[src/rtl/irqc_pkg.sv]
// Shared types for the interrupt controller command port.
// Assumes an 8-level controller with byte-wide commands.
package irqc_pkg;
    localparam int unsigned LVL_W = 3;

    typedef enum logic [1:0] {
        ST_RUN  = 2'd0,
        ST_BASE = 2'd1,
        ST_CASC = 2'd2,
        ST_MODE = 2'd3
    } init_st_e;

    typedef enum logic [3:0] {
        K_BAD      = 4'd0,
        K_INIT     = 4'd1,
        K_MODE     = 4'd2,
        K_EOI_NS   = 4'd3,
        K_EOI_ROT  = 4'd4,
        K_EOI_SPEC = 4'd5,
        K_EOI_SROT = 4'd6,
        K_SET_PRIO = 4'd7,
        K_ROT_SET  = 4'd8,
        K_ROT_CLR  = 4'd9,
        K_NOP      = 4'd10
    } cmd_kind_e;

    typedef struct packed {
        cmd_kind_e        kind;
        logic [LVL_W-1:0] lvl;
    } cmd_t;
endpackage

[src/rtl/irqc_cmd_decode.sv]
// Classifies an even-address command byte into a command kind and level.
// Purely combinational. Assumes the caller qualifies it with an even write.
module irqc_cmd_decode
    import irqc_pkg::*;
#(
    parameter int unsigned DATA_W = 8
) (
    input  logic [DATA_W-1:0] code,
    output cmd_t              cmd
);
    logic low_zero;
    assign low_zero = (code[LVL_W-1:0] == '0);

    // Select command class by bit pattern: init, mode, then the 3-bit opcode table.
    always_comb begin
        cmd.lvl  = code[LVL_W-1:0];
        cmd.kind = K_BAD;
        if (code[4]) begin
            cmd.kind = K_INIT;
        end else if (code[3]) begin
            cmd.kind = K_MODE;
        end else begin
            unique case (code[7:5])
                3'b001: cmd.kind = low_zero ? K_EOI_NS  : K_BAD;
                3'b101: cmd.kind = low_zero ? K_EOI_ROT : K_BAD;
                3'b100: cmd.kind = low_zero ? K_ROT_SET : K_BAD;
                3'b000: cmd.kind = low_zero ? K_ROT_CLR : K_BAD;
                3'b010: cmd.kind = low_zero ? K_NOP     : K_BAD;
                3'b011: cmd.kind = K_EOI_SPEC;
                3'b110: cmd.kind = K_SET_PRIO;
                3'b111: cmd.kind = K_EOI_SROT;
                default: cmd.kind = K_BAD;
            endcase
        end
    end
endmodule

[src/rtl/irqc_init_seq.sv]
// Tracks the initialization word sequence: base word, cascade word, optional mode word.
// Assumes a start word restarts the sequence from any state.
module irqc_init_seq
    import irqc_pkg::*;
(
    input  logic clk,
    input  logic rst_n,
    input  logic start_wr,
    input  logic need_mode,
    input  logic odd_wr,
    output logic base_ld,
    output logic mode_ld,
    output logic in_init
);
    init_st_e st_q;
    logic     need_mode_q;

    // Advance the sequence on each odd-address write; a start word re-arms it.
    always_ff @(posedge clk) begin
        if (!rst_n) begin
            st_q        <= ST_RUN;
            need_mode_q <= 1'b0;
        end else if (start_wr) begin
            st_q        <= ST_BASE;
            need_mode_q <= need_mode;
        end else if (odd_wr) begin
            unique case (st_q)
                ST_BASE: st_q <= ST_CASC;
                ST_CASC: st_q <= need_mode_q ? ST_MODE : ST_RUN;
                ST_MODE: st_q <= ST_RUN;
                default: st_q <= ST_RUN;
            endcase
        end
    end

    assign base_ld = odd_wr && (st_q == ST_BASE);
    assign mode_ld = odd_wr && (st_q == ST_MODE);
    assign in_init = (st_q != ST_RUN);
endmodule

[src/rtl/irqc_read_mux.sv]
// Selects the read byte: poll word, mask, or request/in-service vector.
// Combinational; assumes the poll flag overrides the address.
module irqc_read_mux #(
    parameter int unsigned DATA_W = 8
) (
    input  logic              poll_mode,
    input  logic              addr_odd,
    input  logic              rd_isr_sel,
    input  logic [DATA_W-1:0] poll_word,
    input  logic [DATA_W-1:0] mask_q,
    input  logic [DATA_W-1:0] req_vec,
    input  logic [DATA_W-1:0] isr_vec,
    output logic [DATA_W-1:0] rdata
);
    // Pick the returned byte in priority order.
    always_comb begin
        if (poll_mode)       rdata = poll_word;
        else if (addr_odd)   rdata = mask_q;
        else if (rd_isr_sel) rdata = isr_vec;
        else                 rdata = req_vec;
    end
endmodule

[src/rtl/irqc_cmd_port.sv]
// Register and command front end of an 8-level interrupt controller.
// Holds programmable state and emits one-cycle strobes to the priority logic.
// Assumes wr_en and rd_en are single-cycle per access; reset is synchronous, active low.
module irqc_cmd_port
    import irqc_pkg::*;
#(
    parameter int unsigned         DATA_W     = 8,
    parameter logic [DATA_W-1:0]   MASK_RESET = 8'hFF
) (
    input  logic              clk,
    input  logic              rst_n,
    input  logic              wr_en,
    input  logic              rd_en,
    input  logic              addr_odd,
    input  logic [DATA_W-1:0] wdata,
    output logic [DATA_W-1:0] rdata,
    input  logic [DATA_W-1:0] req_vec,
    input  logic [DATA_W-1:0] isr_vec,
    input  logic [DATA_W-1:0] poll_word,
    output logic [DATA_W-1:0] mask_q,
    output logic [DATA_W-1:0] vec_base,
    output logic [LVL_W-1:0]  low_prio,
    output logic              in_init,
    output logic              auto_eoi,
    output logic              rot_aeoi,
    output logic              spec_mask,
    output logic              poll_mode,
    output logic              rd_isr_sel,
    output logic              init_clr_stb,
    output logic              eoi_ns_stb,
    output logic              eoi_spec_stb,
    output logic [LVL_W-1:0]  eoi_lvl,
    output logic              rot_stb,
    output logic              prio_stb,
    output logic              poll_ack_stb,
    output logic              cmd_err
);
    localparam logic [LVL_W-1:0] TOP_LVL = '1;

    cmd_t cmd;
    logic even_wr, odd_wr, base_ld, mode_ld;

    assign even_wr = wr_en && !addr_odd;
    assign odd_wr  = wr_en &&  addr_odd;

    irqc_cmd_decode #(.DATA_W(DATA_W)) u_dec (
        .code (wdata),
        .cmd  (cmd)
    );

    irqc_init_seq u_seq (
        .clk       (clk),
        .rst_n     (rst_n),
        .start_wr  (even_wr && (cmd.kind == K_INIT)),
        .need_mode (wdata[0]),
        .odd_wr    (odd_wr),
        .base_ld   (base_ld),
        .mode_ld   (mode_ld),
        .in_init   (in_init)
    );

    irqc_read_mux #(.DATA_W(DATA_W)) u_rd (
        .poll_mode  (poll_mode),
        .addr_odd   (addr_odd),
        .rd_isr_sel (rd_isr_sel),
        .poll_word  (poll_word),
        .mask_q     (mask_q),
        .req_vec    (req_vec),
        .isr_vec    (isr_vec),
        .rdata      (rdata)
    );

    // Hold configuration and raise one-cycle strobes for each accepted command.
    always_ff @(posedge clk) begin
        if (!rst_n) begin
            mask_q       <= MASK_RESET;
            vec_base     <= '0;
            low_prio     <= TOP_LVL;
            auto_eoi     <= 1'b0;
            rot_aeoi     <= 1'b0;
            spec_mask    <= 1'b0;
            poll_mode    <= 1'b0;
            rd_isr_sel   <= 1'b0;
            init_clr_stb <= 1'b0;
            eoi_ns_stb   <= 1'b0;
            eoi_spec_stb <= 1'b0;
            eoi_lvl      <= '0;
            rot_stb      <= 1'b0;
            prio_stb     <= 1'b0;
            poll_ack_stb <= 1'b0;
            cmd_err      <= 1'b0;
        end else begin
            init_clr_stb <= 1'b0;
            eoi_ns_stb   <= 1'b0;
            eoi_spec_stb <= 1'b0;
            rot_stb      <= 1'b0;
            prio_stb     <= 1'b0;
            poll_ack_stb <= 1'b0;
            cmd_err      <= 1'b0;

            if (rd_en && poll_mode) begin
                poll_mode    <= 1'b0;
                poll_ack_stb <= 1'b1;
            end

            if (odd_wr) begin
                if (base_ld)       vec_base <= {wdata[DATA_W-1:LVL_W], {LVL_W{1'b0}}};
                else if (mode_ld)  auto_eoi <= wdata[1];
                else if (!in_init) mask_q   <= wdata;
            end

            if (even_wr) begin
                unique case (cmd.kind)
                    K_INIT: begin
                        mask_q       <= '0;
                        low_prio     <= TOP_LVL;
                        auto_eoi     <= 1'b0;
                        rot_aeoi     <= 1'b0;
                        init_clr_stb <= 1'b1;
                    end
                    K_MODE: begin
                        if (wdata[2]) begin
                            poll_mode <= 1'b1;
                        end else begin
                            if (wdata[1:0] == 2'b10) rd_isr_sel <= 1'b0;
                            if (wdata[1:0] == 2'b11) rd_isr_sel <= 1'b1;
                            if (wdata[6:5] == 2'b10) spec_mask  <= 1'b0;
                            if (wdata[6:5] == 2'b11) spec_mask  <= 1'b1;
                        end
                    end
                    K_EOI_NS:  eoi_ns_stb <= 1'b1;
                    K_EOI_ROT: begin
                        eoi_ns_stb <= 1'b1;
                        rot_stb    <= 1'b1;
                        low_prio   <= low_prio + 1'b1;
                    end
                    K_EOI_SPEC: begin
                        eoi_spec_stb <= 1'b1;
                        eoi_lvl      <= cmd.lvl;
                    end
                    K_EOI_SROT: begin
                        eoi_spec_stb <= 1'b1;
                        eoi_lvl      <= cmd.lvl;
                        low_prio     <= cmd.lvl;
                        prio_stb     <= 1'b1;
                    end
                    K_SET_PRIO: begin
                        low_prio <= cmd.lvl;
                        prio_stb <= 1'b1;
                    end
                    K_ROT_SET: rot_aeoi <= 1'b1;
                    K_ROT_CLR: rot_aeoi <= 1'b0;
                    K_NOP:     ;
                    default:   cmd_err <= 1'b1;
                endcase
            end
        end
    end
endmodule

[config.mk]
export PLATFORM = sky130hd
export DESIGN_NAME = irqc_cmd_port
export DESIGN_NICKNAME = d
export VERILOG_FILES = /design/src/rtl/irqc_pkg.sv /design/src/rtl/irqc_cmd_decode.sv /design/src/rtl/irqc_init_seq.sv /design/src/rtl/irqc_read_mux.sv /design/src/rtl/irqc_cmd_port.sv
export SDC_FILE = /design/constraint.sdc
export NUM_CORES = 1
export LEC_CHECK = 0
export ABC_AREA = 1
export BUFFER_PORTS_ARGS = -buffer_cell sky130_fd_sc_hd__buf_2
export CORE_ASPECT_RATIO = 0.75
export CORE_MARGIN = 3
export CORE_UTILIZATION = 48
export CTS_BUF_LIST = sky130_fd_sc_hd__clkbuf_8 sky130_fd_sc_hd__clkbuf_16
export DETAILED_ROUTE_END_ITERATION = 10
export HOLD_SLACK_MARGIN = 0.03
export PLACE_DENSITY = 0.8
export SLEW_MARGIN = 20
export SYNTH_ARGS = -nofsm -noshare
export SYNTH_HDL_FRONTEND = slang
export SYNTH_SLANG_ARGS = --single-unit
[constraint.sdc]
create_clock -name clk -period 2 [get_ports clk]
set_input_delay 0.6 -clock clk [delete_from_list [all_inputs] [get_ports clk]]
set_output_delay 0.6 -clock clk [all_outputs]
set_load 0.05 [all_outputs]
==> results.json, run 1 <==
{
  "crit_path_end_kind": "output port",
  "instances_no_fill": 419,
  "fillCellCount": 335,
  "worstPathRequired_ns": 1.40,
  "first_global_vias": 1902,
  "finalSetupViolCount": 0,
  "vdd_ir_drop_max_mv": 0.451,
  "min_period_ns": 1.95,
  "cts.path.max_buffers": 2,
  "die_area_mm2": 0.00479,
  "hold_path_depth": 2,
  "hold_violations": 0,
  "fp-row-count": 19,
  "avgSynthCellArea_um2": 6.82,
  "cts-htree-levels": 2,
  "routedWlPerCell_um": 12.5,
  "final-max-slew-violation-count": 0,
  "tns_ns": 0,
  "die_x_um": 78.9,
  "clock_sinks": 34,
  "syn_to_final_growth_pct": 38.0,
  "max_freq_mhz": 513,
  "grt.total_usage": 0.232,
  "worstHoldPathType": "reg -> reg",
  "clock_skew_ns": 0.00418,
  "finalCritPeriodShare": 0.975,
  "min-delay-start": "vec_base[4]$_SDFFE_PN0P_",
  "routed_wl_um": 5230,
  "power.density_mw_per_mm2": 661,
  "synth_cell_types": 29,
  "cpLargestDelayFamily": "flip-flops",
  "reg2reg_slack_ns": 0.34,
  "path_clk_slew_ns": 0.07,
  "leakagePower_nw": 1.28,
  "cts_tree": "yes",
  "drv_cap": 0,
  "cpMaxStageDelayCell": "dfxtp_4",
  "critical_path_buf_inv_count": 2,
  "hpwl_um": 3970,
  "coreArea_mm2": 0.00376,
  "overflow": 0,
  "rsz0062_at_grt": "true",
  "worstPathCellList": "buf_6, nand2_1, nand3_1, o21ai_1, o21ai_4, buf_6",
  "grt_max_degree": 19,
  "path_max_fanout": 6,
  "die_h_um": 60.7,
  "critical_path_arrival_ns": 1.35,
  "syn_inst": 281,
  "layout-drive-gt1-share": 0.368,
  "vias": 2123,
  "drt_iter0_drc": 145,
  "outcome": "finished, final reports clean",
  "whs_endpoint": "vec_base[4]$_SDFFE_PN0P_",
  "critPathKind": "reg -> out",
  "fin_nets": 408,
  "drtAntennaViolNets": 0,
  "grt_pass1_wl_um": 8750,
  "critPathLaunchType": "flop",
  "reg2reg_to": "mask_q[4]$_SDFF_PN1_",
  "diodes": 0,
  "drc": 0,
  "path_common_cell": "buf_6",
  "synth_seq_area_share": 0.355,
  "place_congestion": 0.846,
  "total_power_mw": 1.75,
  "insertion_delay_ns": 0.29,
  "via_per_inst": 5.07,
  "place_inst": 411,
  "r2r_start": "u_seq.st_q[0]$_SDFFE_PN0P_",
  "cts_made_buffers": 5,
  "grt_antenna_before_repair": 0,
  "synth-seq-cells": 34,
  "port_buffers": 76,
  "r2r_cells": 9,
  "critical_path.max_stage_delay_ns": 0.40,
  "drtPass1Iterations": 4,
  "synth_area_mm2": 0.00192,
  "post-route-util": 0.704,
  "root_buffer": "clkbuf_8",
  "io_pins": 80,
  "ys.warnings.count": 0,
  "start_util": 0.510
}
## cell usage after synthesis
| cell type | instances | area, µm² |
|---|---|---|
| nor3b_1 | 1 | 7.51 |
| inv_4 | 1 | 6.26 |
| nand3_2 | 4 | 40.0 |
| nor2_8 | 1 | 20.0 |
| buf_1 | 1 | 3.75 |
| nand2_4 | 1 | 11.3 |
| dfxtp_1 | 34 | 681 |
| a21oi_1 | 23 | 115 |
| nand4_1 | 6 | 37.5 |
| a21oi_2 | 2 | 17.5 |
| o21ai_2 | 1 | 8.76 |
| clkbuf_1 | 5 | 18.8 |
| inv_1 | 26 | 97.6 |
| o21ai_0 | 28 | 140 |
| nor2_1 | 15 | 56.3 |
| xor2_1 | 1 | 8.76 |
| a31oi_1 | 3 | 18.8 |
| nor3_1 | 3 | 15.0 |
| conb_1 | 1 | 3.75 |
| buf_4 | 3 | 22.5 |
| nand3_1 | 28 | 140 |
| inv_2 | 8 | 30.0 |
| nor2_2 | 2 | 12.5 |
| nand2_1 | 66 | 248 |
| nor2_4 | 4 | 45.0 |
| ha_1 | 5 | 62.6 |
| o21ai_1 | 1 | 5.00 |
| buf_2 | 1 | 5.00 |
| nand2_2 | 6 | 37.5 |
## final cells by class
type	instances	area, µm²	share of cell area
well taps	52	65.1	0.0246
clock buffers	6	82.6	0.0312
clock inverters	2	8.76	0.00331
repair buffers	86	505	0.191
inverters	35	141	0.0535
flip-flops and latches	34	688	0.260
multi-input cells	204	1150	0.436
## cells by family after synthesis
group	after synthesis	share of synthesized area
AND/OR/NAND/NOR	137	0.350
AO/OA/AOI/OAI	58	0.159
buffers and inverters	45	0.0960
flip-flops	34	0.355
adder cells (fa/ha/maj)	5	0.0327
XOR/XNOR	1	0.00457
other	1	0.00196
## worst reg2reg max path, delay by kind of cell, from the launching register on
family,cells,cell delay [ns]
buffers and inverters,3,0.20
AOI/OAI and AO/OA,2,0.25
and+or+nand+nor,3,0.62
DFF,1,0.34
adders and majority gates,1,0.14
## per-stage QoR
step | area [µm²] | worst slack (ns) | hold slack (ns)
after global placement | 2490 | -0.129 | 0.430
final | 2640 | 0.0503 | 0.446
after global routing | 2640 | -0.0211 | 0.463
after detailed placement | 2490 | -0.137 | 0.431
after floorplan | 2020 | 0.0100 | 0.448
after CTS | 2630 | 0.00617 | 0.447
## placed cells by master (no fill, tap or decap), types with 4 or more instances in the layout
cell	n
buf_2	68
nand2_1	66
dfxtp_1	32
nand3_1	28
inv_1	26
a21oi_1	23
nor2_1	15
o21ai_0	12
buf_4	11
o21ai_1	8
o21ai_4	8
inv_2	7
nand2_2	6
nand4_1	6
clkbuf_8	6
buf_6	6
ha_1	5
nor2_4	4
nand3_2	4
## per-layer routing
metal	global-route usage	share of wire
met3	0.0475	0.077
met4	0.0760	0.015
met2	0.372	0.44
met1	0.319	0.46
met5	0	0
## state kept, by name, indices dropped and copies added (netlist names), 2 cells and up
register,cells
eoi_lvl,3
low_prio,3
mask_q,8
u_seq.st_q,2
vec_base,5
## repair_timing
| item | 4_1_cts | 5_1_grt |
|---|---|---|
| buffers inserted | 0 | 0 |
| gates resized for setup | 18 | 12 |
| hold buffers | 0 | 0 |
| setup endpoints to repair | 8 | 8 |
## power by group
group          switching, mW  total [mW]  internal [mW]
Clock                  0.254       0.526          0.273
Sequential            0.0233       0.724          0.700
Combinational          0.340       0.498          0.158
## worst max path at each step
stage / end / depth (start not counted) / start / slack [ns]
floorplan: rdata[0] / 4 / addr_odd / 0.01
global placement: rdata[0] / 5 / addr_odd / -0.13
detailed placement: rdata[0] / 5 / addr_odd / -0.14
CTS: rdata[4] / 6 / rd_isr_sel$_SDFFE_PN0P_ / 0.006
global route: rdata[7] / 6 / rd_isr_sel$_SDFFE_PN0P_ / -0.02
finish: rdata[7] / 6 / rd_isr_sel$_SDFFE_PN0P_ / 0.05
Note: power is estimated with default switching activity, not from simulation.
==> run 2, diff against run 1 <==
==> constraint.sdc (replaced) <==
create_clock -name clk -period 2 [get_ports clk]
set_input_delay 0.1 -clock clk [delete_from_list [all_inputs] [get_ports clk]]
set_output_delay 0.1 -clock clk [all_outputs]
set_load 0.05 [all_outputs]
==> results.json, run 2 (synthesized netlist as in run 1, its figures left out) <==
{
  "outcome": "finished, final reports clean",
  "worstPathRequired_ns": 1.90,
  "drtPass1Iterations": 4,
  "path_clk_slew_ns": 0.07,
  "reg2reg_slack_ns": 0.27,
  "setup_ws_ns": 0.242,
  "tns_ns": 0,
  "power_frac_comb": 0.260,
  "p_clk_frac": 0.309,
  "leakagePower_nw": 1.19,
  "mostFrequentLayoutCells": "76 x buf_2, 66 x nand2_1, 34 x dfxtp_1, 28 x nand3_1, 27 x inv_1",
  "port_buffers": 76,
  "vias": 2052,
  "drtAntennaViolNets": 0,
  "critPathKind": "reg -> out",
  "clock_sinks": 34,
  "relSlewSlack": 0.649,
  "place_congestion": 0.820,
  "cts_tree": "yes",
  "critPathLaunchType": "flop",
  "first_global_vias": 1837,
  "io_pins": 80,
  "cts_resized": 0,
  "cts_made_buffers": 5,
  "layout-drive-gt1-share": 0.318,
  "die_area_mm2": 0.00479,
  "grt_max_degree": 19,
  "place_ws_ns": 0.361,
  "hold_violations": 0,
  "die_h_um": 60.7,
  "switching_share": 0.350,
  "fillCellCount": 368,
  "insertion_delay_ns": 0.28,
  "drc": 0,
  "drv_cap": 0,
  "largest_register_ffs": 8,
  "worst_pin_slew_ns": 0.526,
  "total_power_mw": 1.68,
  "final_common_cell": "buf_2",
  "coreArea_mm2": 0.00376,
  "r2r_cells": 8,
  "finalCritPeriodShare": 0.879,
  "grt.total_usage": 0.217,
  "final-max-slew-violation-count": 0,
  "min_period_ns": 1.76,
  "fp-row-count": 19,
  "critical_path_arrival_ns": 1.66,
  "grt_antenna_before_repair": 0,
  "p_int_mw": 1.09,
  "drt_iter0_drc": 100,
  "top_regs": "mask_q (8), vec_base (5)",
  "clock_skew_ns": 0.00776,
  "crit_path_end_kind": "output port",
  "fin_nets": 400,
  "p_seq_frac": 0.431,
  "finalSetupViolCount": 0,
  "start_util": 0.510,
  "power.density_mw_per_mm2": 690,
  "diodes": 0,
  "syn_to_final_growth_pct": 26.7,
  "root_buffer": "clkbuf_8",
  "rsz0062_at_grt": "false",
  "hpwl_um": 3750,
  "routed_wl_um": 5030,
  "switching_power_uw": 586,
  "worstHoldPathType": "in -> reg",
  "path_max_fanout": 11,
  "regMostFlops": "mask_q",
  "vdd_ir_drop_max_mv": 0.388,
  "overflow": 0,
  "die_x_um": 78.9,
  "via_per_inst": 4.99,
  "routedWlPerCell_um": 12.2,
  "cts-htree-levels": 2,
  "grt_pass1_wl_um": 8180,
  "hold_path_depth": 3,
  "cts.path.max_buffers": 2,
  "max_freq_mhz": 569
}
-- run 2: area by class of cell --
| cell class | count | area, µm² | area share |
|---|---|---|---|
| clock buffers | 6 | 82.6 | 0.0340 |
| clock inverters | 2 | 8.76 | 0.00361 |
| inverters | 35 | 134 | 0.0552 |
| multi-input cells | 204 | 1060 | 0.436 |
| flip-flops and latches | 34 | 681 | 0.280 |
| well taps | 52 | 65.1 | 0.0268 |
| repair buffers | 78 | 398 | 0.164 |
-- run 2: metrics by stage --
stage               instance area (µm²)  cells  utilization  hold slack, ns
floorplan                          1920    283            -           0.203
global placement                   2330    402        0.619           0.314
detailed placement                 2330    402        0.619           0.319
CTS                                2430    411        0.646           0.121
global route                       2430    411        0.646           0.127
finish                             2430    411        0.646           0.118
-- run 2: critical path, stage by stage, from the launching register on --
cell and delay [ns]:
dfxtp_1 0.56, inv_1 0.24, nand2_1 0.10, nand3_1 0.06, o21ai_0 0.11, o21ai_1 0.08
buf_2 0.23
-- run 2: path summary, 6_finish.rpt --
kind                                            startpoint                             end
worst max-delay path               rd_isr_sel$_SDFFE_PN0P_                        rdata[0]
worst min register to register    vec_base[5]$_SDFFE_PN0P_        vec_base[5]$_SDFFE_PN0P_
worst max register to register  u_seq.st_q[1]$_SDFFE_PP0P_            mask_q[0]$_SDFF_PN1_
worst min-delay path                              wdata[0]  u_seq.need_mode_q$_SDFFE_PN0P_
-- run 2: timing repair --
| action | in CTS | in global routing |
|---|---|---|
| hold endpoints to repair | 1 | 0 |
| hold buffers | 1 | 0 |
| setup buffers | 0 | 0 |
-- run 2: power groups by stage --
stage	clock, mW	sequential [mW]	combinational, mW
6_report	0.517	0.723	0.436
5_1_grt	0.546	0.726	0.474
4_1_cts	0.522	0.723	0.436
3_5_place_dp	0	0.738	0.432
3_3_place_gp	0	0.738	0.426
2_1_floorplan	0	0.816	0.240
-- run 2: layer usage --
layer	vias to the layer above	track usage	share of wire	wire, µm
li1	1068	-	-	-
met1	901	0.287	0.48	2390
met2	75	0.352	0.43	2170
met3	8	0.0564	0.080	404
met4	0	0.0760	0.012	61
met5	-	0	0	0
==> run 3, diff against run 2 <==
clock period = 1.98 ns   (was 2 ns; I/O delays follow)
==> results.json, run 3 (synthesized netlist as in run 1, its figures left out) <==
{
  "vias": 2056,
  "drv_cap": 0,
  "syn_to_final_growth_pct": 26.7,
  "insertion_delay_ns": 0.28,
  "cts_made_buffers": 5,
  "layout-drive-gt1-share": 0.318,
  "place_congestion": 0.820,
  "vdd_ir_drop_max_mv": 0.636,
  "crit_path_end_kind": "output port",
  "worstHoldPathType": "in -> reg",
  "cts_tree": "yes",
  "critical_path.max_stage_delay_ns": 0.54,
  "die_area_mm2": 0.00479,
  "clock_sinks": 34,
  "die_h_um": 60.7,
  "outcome": "finished, final reports clean",
  "cts_setup_buffers": 0,
  "worstPathCellList": "inv_1, nand2_1, nand3_1, o21ai_0, o21ai_1, buf_2",
  "setup_ws_ns": 0.268,
  "critical_path_arrival_ns": 1.61,
  "hpwl_um": 3730,
  "finalCritPeriodShare": 0.865,
  "diodes": 0,
  "critical_path_buf_inv_count": 2,
  "p_int_mw": 1.10,
  "hold_ws_ns": 0.110,
  "switching_share": 0.349,
  "finalSetupViolCount": 0,
  "final_common_cell": "buf_2",
  "worstPathRequired_ns": 1.88,
  "io_pins": 80,
  "coreArea_mm2": 0.00376,
  "root_buffer": "clkbuf_8",
  "drt_iter0_drc": 122,
  "cts.path.max_buffers": 2,
  "total_power_mw": 1.69,
  "routedWlPerCell_um": 11.8,
  "die_x_um": 78.9,
  "power_frac_comb": 0.260,
  "grt.total_usage": 0.217,
  "power.density_mw_per_mm2": 696,
  "switching_power_uw": 590,
  "p_clk_frac": 0.309,
  "max_freq_mhz": 584,
  "routed_wl_um": 4870,
  "top_regs": "mask_q (8), vec_base (5)",
  "p_seq_frac": 0.431,
  "leakagePower_nw": 1.19,
  "path_max_fanout": 11,
  "fin_nets": 400,
  "worst_pin_slew_ns": 0.538,
  "cts-htree-levels": 2,
  "drtAntennaViolNets": 0,
  "first_global_vias": 1874,
  "hold_violations": 0,
  "critPathLaunchType": "flop",
  "fp-row-count": 19,
  "mostFrequentLayoutCells": "76 x buf_2, 66 x nand2_1, 34 x dfxtp_1, 28 x nand3_1, 27 x inv_1",
  "relSlewSlack": 0.641,
  "tns_ns": 0,
  "grt_antenna_before_repair": 0,
  "place_ws_ns": 0.333,
  "via_per_inst": 5.00,
  "cpLargestDelayFamily": "flip-flops",
  "largest_register_ffs": 8,
  "port_buffers": 76,
  "drtPass1Iterations": 5,
  "path_clk_slew_ns": 0.07,
  "regMostFlops": "mask_q",
  "cpMaxStageDelayCell": "dfxtp_1",
  "critPathKind": "reg -> out",
  "grt_pass1_wl_um": 8230,
  "start_util": 0.510,
  "drc": 0,
  "min_period_ns": 1.71,
  "clock_skew_ns": 0.00607,
  "overflow": 0,
  "final-max-slew-violation-count": 0,
  "grt_max_degree": 19,
  "rsz0062_at_grt": "false"
}
[run 3: layout make-up]
cell class              instances  area (µm²)
clock buffers                   6        82.6
inverters                      35         134
repair buffers                 78         398
multi-input cells             204        1060
well taps                      52        65.1
flip-flops and latches         34         681
clock inverters                 2        8.76
fillers                       345        1330
[run 3: final timing paths]
check                              from                              to  slack [ns]  cells after the start
min reg2reg    vec_base[4]$_SDFFE_PN0P_        vec_base[4]$_SDFFE_PN0P_        0.44                      2
max             rd_isr_sel$_SDFFE_PN0P_                        rdata[0]        0.27                      6
min                            wdata[0]  u_seq.need_mode_q$_SDFFE_PN0P_        0.11                      3
max reg2reg  u_seq.st_q[1]$_SDFFE_PP0P_            mask_q[4]$_SDFF_PN1_        0.30                      8
[run 3: layer usage]
| layer | GRT usage | part of all wire |
|---|---|---|
| met2 | 0.363 | 0.44 |
| met5 | 0 | 0 |
| met3 | 0.0653 | 0.080 |
| met4 | 0.0539 | 0.0078 |
| met1 | 0.280 | 0.48 |
[run 3: worst reg2reg max path: cells and delay by family, from the launching register on]
| kind | cells | cell delay [ns] |
|---|---|---|
| AO/OA/AOI/OAI | 2 | 0.23 |
| buffers and inverters | 2 | 0.13 |
| AND/OR/NAND/NOR | 3 | 0.63 |
| flip-flops | 1 | 0.38 |
| adder cells (fa/ha/maj) | 1 | 0.22 |
[run 3: metrics by stage]
stage / util / instances / instance area [µm²]
floorplan: - / 283 / 1920
global placement: 0.619 / 402 / 2330
detailed placement: 0.619 / 402 / 2330
CTS: 0.646 / 411 / 2430
global route: 0.646 / 411 / 2430
finish: 0.646 / 411 / 2430
[run 3: what timing repair did]
| action | in CTS | in global routing |
|---|---|---|
| gates resized for setup | 0 | 0 |
| endpoints found under the hold margin | 1 | 0 |
| hold buffers | 1 | 0 |
[run 3: power by group through the flow]
stage	Sequential (mW)	Combinational, mW	Clock (mW)
6_report	0.729	0.439	0.522
3_3_place_gp	0.746	0.430	0
3_5_place_dp	0.745	0.436	0
5_1_grt	0.732	0.479	0.564
4_1_cts	0.729	0.438	0.535
2_1_floorplan	0.824	0.242	0
